## src/rtl/attr_regbank.sv

```systemverilog
module attr_regbank #(
  parameter int NREG = 4,
  parameter int DW   = 8,
  parameter int AW   = 3,
  parameter logic [4*NREG*DW-1:0] ATTR = 128'h00000000_00000000_98530098_76543210,
  parameter logic [NREG*DW-1:0]   RSTV = 32'h00A58280,
  parameter logic [NREG*DW-1:0]   KEEP = 32'h00F01400
) (
  input  logic                 clk,
  input  logic                 rst_n,
  input  logic                 soft_rst,
  input  logic [AW-1:0]        addr,
  input  logic                 wr_en,
  input  logic [DW-1:0]        wdata,
  input  logic                 rd_en,
  output logic [DW-1:0]        rdata,
  input  logic [NREG*DW-1:0]   hw_evt,
  input  logic [NREG*DW-1:0]   hw_cond,
  input  logic [NREG*DW-1:0]   hw_done,
  output logic [NREG*DW-1:0]   fields
);
  localparam int NB = NREG * DW;

  logic [NB-1:0] q, d, vis;
  logic [DW-1:0] rd_mux;

  for (genvar i = 0; i < NB; i++) begin : g_bit
    localparam int R = i / DW;
    localparam int C = i % DW;
    localparam logic [3:0] A = ATTR[4*i +: 4];
    logic wh, rh, w, nx;

    assign wh = wr_en && (addr == AW'(R));
    assign rh = rd_en && (addr == AW'(R));
    assign w  = wdata[C];

    always_comb begin
      case (A)
        4'd0, 4'd2: nx = wh ? w : q[i];
        4'd1:       nx = hw_cond[i];
        4'd3:       nx = hw_evt[i] | (q[i] & ~(wh & w));
        4'd4:       nx = hw_evt[i] | (q[i] & ~wh);
        4'd5:       nx = hw_evt[i] | (q[i] & ~rh);
        4'd6:       nx = (wh & w) | (q[i] & ~hw_done[i]);
        4'd7:       nx = ~(wh & ~w) & (q[i] | hw_done[i]);
        4'd8:       nx = hw_cond[i] | (q[i] & ~rh);
        4'd9:       nx = hw_cond[i] & (q[i] | rh);
        default:    nx = q[i];
      endcase
    end

    assign d[i]   = (soft_rst && !KEEP[i]) ? RSTV[i] : nx;
    assign vis[i] = (A == 4'd2) ? 1'b0 : q[i];
  end

  always_comb begin
    rd_mux = '0;
    for (int r = 0; r < NREG; r++)
      if (addr == AW'(r)) rd_mux = vis[r*DW +: DW];
  end

  always_ff @(posedge clk or negedge rst_n) begin
    if (!rst_n) begin
      q     <= RSTV;
      rdata <= '0;
    end else begin
      q <= d;
      if (rd_en) rdata <= rd_mux;
    end
  end

  assign fields = q;
endmodule

```

## config.mk

```make
export PLATFORM = sky130hd
export DESIGN_NAME = attr_regbank
export DESIGN_NICKNAME = d
export VERILOG_FILES = /design/src/rtl/attr_regbank.sv
export SDC_FILE = /design/constraint.sdc
export NUM_CORES = 1
export LEC_CHECK = 0
export BUFFER_PORTS_ARGS = -buffer_cell sky130_fd_sc_hd__buf_2
export CORE_MARGIN = 5
export CORE_UTILIZATION = 39
export CTS_CLUSTER_DIAMETER = 80
export DETAILED_ROUTE_END_ITERATION = 8
export PLACE_DENSITY_LB_ADDON = 0.05
export SLEW_MARGIN = 5
export SYNTH_ARGS = -nofsm -noshare
export SYNTH_HDL_FRONTEND = slang
export SYNTH_SLANG_ARGS = --single-unit
```

## constraint.sdc

```tcl
create_clock -name clk -period 1.4 [get_ports clk]
set_input_delay 0.07 -clock clk [delete_from_list [all_inputs] [get_ports clk]]
set_output_delay 0.07 -clock clk [all_outputs]
set_load 0.01 [all_outputs]
```

==> metrics.txt <==
DRC=0; Peak VDD IR=0.604 mV; TritonCTS buffer count=5; hold path startpoint=hw_cond[14]; CP Capture Type=flip-flop; most common cell after layout, fill and taps aside=buf_2; RSZ-0062 raised after global routing=no; Worst Path Arrival=1.30 ns; number of antenna diodes=0; most area-consuming cells after synthesis=dfrtp_1 (44%), dfstp_2 (9.9%), mux4_2 (8.5%), a21oi_1 (5.1%), nand2_1 (4.2%); Final Cycle Share=80.8%; fraction of layout cells with a size suffix above 1=between 40% and 50%; Initial DRT Pass Iterations=4; setup TNS=0 ns; vias per cell=5.03; grt ovf=0; post-synthesis sequential area ratio=between 50 and 60%; gp weighted congestion=0.803; Hold WC Path Type=primary input to flip-flop; Nets=361; post-DP HPWL=approximately 3700 um; Unique masters post-synth=31; Global Route Usage Sum=about 17%; CTS tree=yes; R2R setup slack=approximately 0.27 ns; initial antenna violation count=0; CTS H-tree depth=2; max_cap viols=0; Worst Hold End=fields[14]; cell count after synthesis=around 170; Syn. warnings=0; post-synth top area share=44.4%; Setup-failing EPs final=0; Port Buffers=between 60 and 70; Root Driver=clkbuf_8; final instance area=2470 sq um; initial core utilization=just under 40%; Slew @ Worst Pin=approximately 0.54 ns; Die X=slightly below 80 um; LEAKAGE=~0.0012 uW; max frequency=885 MHz; cell area after synthesis=approximately 1900 sq um; P&R area growth vs syn=32.9%; Final WS setup=between 0.2 and 0.3 ns; Power per Cell Area=1020 nW/um^2; type of origin of the critical path=flip-flop; total wire length=between 4000 and 5000 um; Sink Count=40; wire per inst=16.4 um; Yosys top cell by area=dfrtp_1; first-pass GRT wire length=8340 um; I/O Pins=~150; CP required=1.57 ns; largest net degree at the start of global routing=29; Hold Path Stages=3; floorplan row count=25; vias in the first global route=~1,600; Post-Syn Nets=between 200 and 300; reg2reg path depth=3; ANT nets after route=0; crit path max fanout=3; multi-input logic area=about 720 sq um; worst r2r src=fields[24]; most frequent cells in the layout=buf_2 (67), dfrtp_1 (33), nand2_1 (21); Synth Area per Inst=11.2 sq um; CP Class=flip-flop to flip-flop; clk_skew=between 0.003 and 0.004 ns; core area=4690 sq um; final hold viol count=0; minimum clock period=between 1 and 1.5 ns; CTS Buffer Depth=2; Post-CTS Setup Bufs=0; placed inst area=2300 sq um; Reg2Reg Capture Point=rdata[0]; DRC violation total after the first TritonRoute iteration=slightly below 80; slew margin rel.=roughly 64%; Die H=slightly below 80 um; FF/Latch Area=just over 1000 sq um; Reg clk slew, reported paths=0.07 ns; status=complete, no violations; post-synthesis register bit count=40; Worst-Skew Late Latency=0.29 ns; Setup WS pre-CTS=about 0.14 ns; die area=between 6000 and 7000 sq um; max-slew violation count=0; post-CTS resize count=0; Vias=1,530; fillers=between 400 and 500
[state kept, by name, summed over array words and instances (netlist names)]
name	flops
rdata	8
fields	32
[stage by stage]
step                      util, %  power [uW]  cells  hold WS, ns
final                        52.7        2520    304      0.00952
after global routing         52.7        2660    304      0.00781
after CTS                    52.7        2560    304     0.000863
after detailed placement     49.1        1750    288       0.0388
after global placement       49.1        1740    288       0.0272
after floorplan                 -        1540    166       -0.226
[cells by family after synthesis]
logic type,after synthesis,share of synthesized area [%]
buf+inv,28,7.20
simple gates,48,14.5
mux,16,13.7
compound gates,34,10.4
flops,40,54.3
[Yosys cell counts, drive strengths merged]
master / instances
nand2b: 4
nor4bb: 1
nor4b: 1
a211o: 1
o22ai: 8
mux2i: 4
nand4b: 1
o21ai: 3
nor3: 2
nand4bb: 1
a21oi: 19
and4bb: 2
or4b: 1
mux4: 7
nand2: 21
o31ai: 1
and4b: 1
mux2: 5
inv: 17
buf: 6
nor2b: 2
clkbuf: 5
dfstp: 7
a311oi: 1
nor2: 11
dfrtp: 33
a21o: 1
[cell type report]
cell class | count | share of cell area (%)
Clock buffer | 8 | 3.64
Inverter | 17 | 2.58
Multi-Input combinational cell | 98 | 29.3
Sequential cell | 40 | 40.8
Tap cell | 54 | 2.73
Timing Repair Buffer | 87 | 21.0
[repair_timing]
| item | 4_1_cts | 5_1_grt |
|---|---|---|
| hold endpoints to repair | 23 | 0 |
| hold buffers | 8 | 0 |
| setup endpoints to repair | 0 | 0 |
[per-layer routing]
metal | wire (um) | share of wire (%) | vias to the layer above | track usage (%)
met4 | 43 | 0.86 | 0 | 4.12
met5 | 0 | 0 | - | 0
met1 | 2320 | 47 | 741 | 24.3
li1 | - | - | 736 | -
met2 | 2210 | 44 | 48 | 26.0
met3 | 404 | 8.1 | 5 | 5.56
[worst max-delay path, stage by stage, from the launching register on]
cell and delay (ns):
dfrtp_1 0.40, mux4_2 0.46, inv_1 0.09, o22ai_1 0.06
[where the power goes]
part           total, uW  switching [uW]  internal (uW)  leakage (uW)
Sequential          1300            51.0           1250      0.000508
Combinational        439             225            214      0.000644
Clock                780             378            402     0.0000455
[worst max path at each step]
| stage | from | endpoint | slack, ns | cells past startpoint |
|---|---|---|---|---|
| after global routing | fields[24] | rdata[0] | 0.21 | 3 |
| final | fields[24] | rdata[0] | 0.27 | 3 |
| after floorplan | fields[24] | rdata[0] | 0.30 | 3 |
| after detailed placement | addr[1] | fields[22] | 0.14 | 4 |
| after CTS | fields[24] | rdata[0] | 0.27 | 3 |
| after global placement | addr[0] | fields[10] | 0.16 | 4 |
No activity file was read; power rests on OpenSTA's default activity.
